==> src/rtl/fes_pkg.sv <==
package fes_pkg;
  function automatic int ceil_div(input int a, input int b);
    return (a + b - 1) / b;
  endfunction

  // number of implemented bits in register idx
  function automatic int impl_bits(input int blocks, input int reg_w, input int idx);
    int rest;
    rest = blocks - idx * reg_w;
    if (rest >= reg_w) return reg_w;
    if (rest < 0) return 0;
    return rest;
  endfunction

  function automatic int sel_width(input int nreg);
    return (nreg > 1) ? $clog2(nreg) : 1;
  endfunction
endpackage

==> src/rtl/fes_guard.sv <==
module fes_guard (
  input  logic standby,
  input  logic wp_pin,
  input  logic sw_wr_en,
  output logic clr
);
  logic pin_block, sw_block;
  always_comb begin
    pin_block = wp_pin;
    sw_block  = !wp_pin && !sw_wr_en;
    clr       = standby || pin_block || sw_block;
  end
endmodule

==> src/rtl/fes_bank_reg.sv <==
module fes_bank_reg #(
  parameter int REG_W  = 8,
  parameter int IMPL_W = 8
) (
  input  logic             clk,
  input  logic             por_n,
  input  logic             clr,
  input  logic             wr_en,
  input  logic [REG_W-1:0] wr_data,
  output logic [REG_W-1:0] q
);
  localparam logic [REG_W-1:0] KEEP = REG_W'((64'd1 << IMPL_W) - 64'd1);

  always_ff @(posedge clk or negedge por_n) begin
    if (!por_n)     q <= '0;
    else if (clr)   q <= '0;
    else if (wr_en) q <= wr_data & KEEP;
  end

  // clear wins over a same-cycle write
  p_clear_wins_r4: assert property (@(posedge clk) disable iff (!por_n)
    clr |=> (q == '0));
  // write lands one edge later
  p_write_lands_r2: assert property (@(posedge clk) disable iff (!por_n)
    (wr_en && !clr) |=> (q == ($past(wr_data) & KEEP)));
  // no write, no clear -> contents kept
  p_hold_r7: assert property (@(posedge clk) disable iff (!por_n)
    (!wr_en && !clr) |=> $stable(q));
  // unimplemented bits stay zero
  p_reserved_zero_r3: assert property (@(posedge clk) disable iff (!por_n)
    ((q & ~KEEP) == '0));
endmodule

==> src/rtl/fes_single_sel.sv <==
module fes_single_sel #(
  parameter int N = 11
) (
  input  logic [N-1:0] mask,
  output logic         permit
);
  logic [N:0] seen;
  logic [N:0] multi;
  assign seen[0]  = 1'b0;
  assign multi[0] = 1'b0;

  for (genvar i = 0; i < N; i++) begin : g_chain
    assign seen[i+1]  = seen[i] | mask[i];
    assign multi[i+1] = multi[i] | (seen[i] & mask[i]);
  end

  assign permit = seen[N] & ~multi[N];

  always_comb begin
    // permit implies exactly one bit
    if (permit) p_permit_one_r8: assert ($countones(mask) == 1);
    // zero or several bits -> no permit
    if ($countones(mask) != 1) p_no_permit_r9: assert (!permit);
  end
endmodule

==> src/rtl/flash_erase_sel.sv <==
module flash_erase_sel #(
  parameter int BLOCKS = 11,
  parameter int REG_W  = 8
) (
  input  logic                                clk,
  input  logic                                por_n,
  input  logic                                standby,
  input  logic                                wp_pin,
  input  logic                                sw_wr_en,
  input  logic                                flash_en,
  input  logic [fes_pkg::sel_width(fes_pkg::ceil_div(BLOCKS, REG_W))-1:0] reg_sel,
  input  logic                                wr_stb,
  input  logic [REG_W-1:0]                    wr_data,
  output logic [REG_W-1:0]                    rd_data,
  output logic [BLOCKS-1:0]                   erase_mask,
  output logic                                erase_permit
);
  import fes_pkg::*;
  localparam int NREG   = ceil_div(BLOCKS, REG_W);
  localparam int SEL_W  = sel_width(NREG);
  localparam int LAST_W = impl_bits(BLOCKS, REG_W, NREG - 1);

  logic clr;
  logic [REG_W-1:0]      bank_q [NREG];
  logic [NREG*REG_W-1:0] flat;

  fes_guard u_guard (
    .standby (standby),
    .wp_pin  (wp_pin),
    .sw_wr_en(sw_wr_en),
    .clr     (clr)
  );

  for (genvar g = 0; g < NREG; g++) begin : g_bank
    logic wr_en;
    assign wr_en = wr_stb && flash_en && (reg_sel == SEL_W'(g));
    fes_bank_reg #(
      .REG_W (REG_W),
      .IMPL_W(impl_bits(BLOCKS, REG_W, g))
    ) u_reg (
      .clk    (clk),
      .por_n  (por_n),
      .clr    (clr),
      .wr_en  (wr_en),
      .wr_data(wr_data),
      .q      (bank_q[g])
    );
    assign flat[g*REG_W +: REG_W] = bank_q[g];
  end

  assign erase_mask = flat[BLOCKS-1:0];

  always_comb begin
    rd_data = '0;
    if (flash_en && (int'(reg_sel) < NREG)) rd_data = bank_q[reg_sel];
  end

  fes_single_sel #(.N(BLOCKS)) u_sel (
    .mask  (erase_mask),
    .permit(erase_permit)
  );

  // disabled flash reads zero
  p_disabled_read_r7: assert property (@(posedge clk) disable iff (!por_n)
    !flash_en |-> (rd_data == '0));
  // disabled flash ignores writes
  p_disabled_keep_r7: assert property (@(posedge clk) disable iff (!por_n)
    (!flash_en && !standby && !wp_pin && sw_wr_en) |=> $stable(erase_mask));

  p_standby_clear_r4: assert property (@(posedge clk) disable iff (!por_n)
    standby |=> (erase_mask == '0));

  p_pin_clear_r5: assert property (@(posedge clk) disable iff (!por_n)
    wp_pin |=> (erase_mask == '0));

  p_sw_clear_r6: assert property (@(posedge clk) disable iff (!por_n)
    (!wp_pin && !sw_wr_en) |=> (erase_mask == '0));
  // reserved read bits of the last register
  p_reserved_read_r3: assert property (@(posedge clk) disable iff (!por_n)
    (reg_sel == SEL_W'(NREG - 1)) |-> ((rd_data >> LAST_W) == '0));
endmodule

==> config.mk <==
export PLATFORM = sky130hd
export DESIGN_NAME = flash_erase_sel
export DESIGN_NICKNAME = d
export VERILOG_FILES = /design/src/rtl/fes_pkg.sv /design/src/rtl/fes_guard.sv /design/src/rtl/fes_bank_reg.sv /design/src/rtl/fes_single_sel.sv /design/src/rtl/flash_erase_sel.sv
export SDC_FILE = /design/constraint.sdc
export NUM_CORES = 1
export LEC_CHECK = 0
export ABC_AREA = 0
export BUFFER_PORTS_ARGS = -buffer_cell sky130_fd_sc_hd__buf_4
export CAP_MARGIN = 20
export CORE_UTILIZATION = 38
export DETAILED_ROUTE_END_ITERATION = 7
export MAX_ROUTING_LAYER = met4
export PLACE_DENSITY_LB_ADDON = 0.25
export SYNTH_ARGS = -nofsm -noshare
export SYNTH_HDL_FRONTEND = slang
export SYNTH_SLANG_ARGS = --single-unit
==> constraint.sdc <==
create_clock -name clk -period 1.48 [get_ports clk]
set_clock_uncertainty 0.05 [all_clocks]
set_input_delay 0.074 -clock clk [delete_from_list [all_inputs] [get_ports clk]]
set_output_delay 0.074 -clock clk [all_outputs]
set_load 0.01 [all_outputs]
==> flow_summary.toml <==
[routing]
dr.pass1.iters = 6
drc = 1
post_drt_wl_per_cell_um = 14.8
drt_iter0_drc = 14
viasPerCell = 5.38
wl_um = 2090
antenna_left = 0
vias = 758

[min_path]
hold_class = "input port to register"
hold_start = "wr_data[2]"
hold_depth = 3
min_to = "g_bank[1].u_reg.q[2]"

[placement]
port_buffers = 35
place.gp.congestion = 0.756
place_ws_ns = -0.218
hpwl_um = 1630

[synthesis]
ys_ff_latch = 11
ys_types = 19
synthArstFlopShare_pct = 100
ys_seq_area_share_pct = 41.6
synth_nets = 93
ys_dominant_reg_cell = "dfrtp_1"
syn_area_um2 = 662
synth_edf_count = 0
avgSynthCellArea_um2 = 8.60
synthCells = 77
yosys_warnings = 0

[cts]
clock_sinks = 11
clockBufferDepth = 2
clkSlewWorstSetupHoldPaths_ns = 0.07
cts_tree = "yes"
clock_latency_ns = 0.26
clockRootBuffer = "clkbuf_4"
cts_buffers = 3
h-tree-depth = 1

[cells_and_area]
antenna_cells = 0
drive_gt1_share_pct = 44.8
num-nets-final = 142
largestRegisters = "g_bank.u_reg.q x11"
largest_reg_flops = 11
layout_commonest_cell = "buf_4"
area_growth_pct = 64.3
final_cell_mix = "buf_4 (47), nand2_1 (10), dfrtp_1 (10)"
fin_util_pct = 69.7
top_register = "g_bank.u_reg.q"

[floorplanning]
dieArea_um2 = 1910
core.rowCount = 14
die_h_um = 43.7
start_util_pct = 42.5
die_x_um = 43.7
core_um2 = 1560
io-pin-count = 36

[worst_setup_path]
required_ns = 1.36
crit_path_start_kind = "register"
critPathMaxFanout = 4
critical_path_arrival_ns = 1.83
worstReg2RegStart = "g_bank[1].u_reg.q[0]"
r2r_end = "g_bank[1].u_reg.q[0]"
end_kind = "output pin"
reg2reg_depth = 3
reg2reg_setup_slack_ns = 0.51
path_class = "register to output pin"

[timing]
setup_viol = 1
tns_ns = -0.473
slew_headroom_pct = 74.6
fmax_mhz = 512
finalMaxSlewViolations = 0
worstMarginPinSlew_ns = 0.381
rsz0062_at_grt = "yes"
post-route-period-util_pct = 132
hold_violations = 0
timing.hold.ws_ns = 0.00779
fin_crit_ns = 1.95
timing.final.ws_setup_ns = -0.473

[power_and_ir_drop]
p_total_uw = 608
p_leak_uw = 0.000551
powerDensity_nw_per_um2 = 560
peakVddDrop_v = 0.000472

[grt]
grt_start_max_net_pins = 12
grt_pass1_wl_um = 3380
antenna_found_initial = 0
grt-ovfl-total = 0
gr-usage-all-layers_pct = 25.0
grt_pass1_vias = 739

[outcome]
violations = "DRC, setup timing"
outcome = "complete, but fails checks"

[run]
max_cap_viol_count = 0
[Yosys cell counts, drive strengths merged, types with 3 or more instances]
master	n	share of area, %
a21oi	9	6.8
clkbuf	4	2.3
nor2	6	3.4
nand3	9	6.8
and2	5	4.7
dfrtp	11	42
nor3	3	2.3
nand2	10	5.7
mux2i	7	11
nor2b	4	3.8
[area by class of cell]
type / count / area (µm²)
fillers: 139 / 472
multi-input cells: 62 / 402
repair buffers: 48 / 363
flip-flops and latches: 11 / 277
clock buffers: 4 / 26.3
well taps: 16 / 20.0
[cell families after synthesis]
| group | share of synthesized area (%) |
|---|---|
| and+or+nand+nor | 31.6 |
| AOI/OAI and AO/OA | 11.2 |
| DFF | 41.6 |
| muxes | 10.6 |
| buffers and inverters | 2.27 |
| xor gates and xnor gates | 1.32 |
| adders and majority gates | 1.51 |
[power breakdown]
part           leakage, µW  switching, µW  internal, µW
sequential        0.000152           1.64           302
combinational     0.000384           49.0          54.6
clock            0.0000150           96.6           104
[how the worst max path moves through the flow]
stage,start,to,slack (ns),depth (start not counted)
after floorplan,g_bank[0].u_reg.q[0],erase_permit,-0.13,4
after global placement,g_bank[0].u_reg.q[0],erase_permit,-0.16,5
after detailed placement,g_bank[0].u_reg.q[0],erase_permit,-0.22,5
after CTS,g_bank[0].u_reg.q[3],erase_permit,-0.46,5
after global routing,g_bank[0].u_reg.q[3],erase_permit,-0.57,5
final,g_bank[0].u_reg.q[3],erase_permit,-0.47,5
[worst max-delay path, cell delays in order (launching register included)]
cell,delay (ns)
dfrtp_1,0.39
or4_4,0.60
a2111oi_4,0.21
o32ai_1,0.12
nor2_1,0.11
buf_4,0.12
[stage by stage]
stage | std cells | instance area (µm²)
after floorplan | 77 | 681
after global placement | 136 | 1040
after detailed placement | 136 | 1040
after CTS | 141 | 1090
after global routing | 141 | 1090
final | 141 | 1090
[per-layer routing]
layer	track usage (%)	share of wire, %
met3	2.92	5.7
met5	-	0
met1	32.0	40
met2	41.5	54
met4	6.88	0.58
[what timing repair did]
action	CTS	global route
hold buffers	1	0
endpoints found under the hold margin	11	0
setup endpoints to repair	1	1
buffers inserted	0	0
gates resized for setup	2	0
pin swaps	2	0
Power figures use the tool's default switching activity.
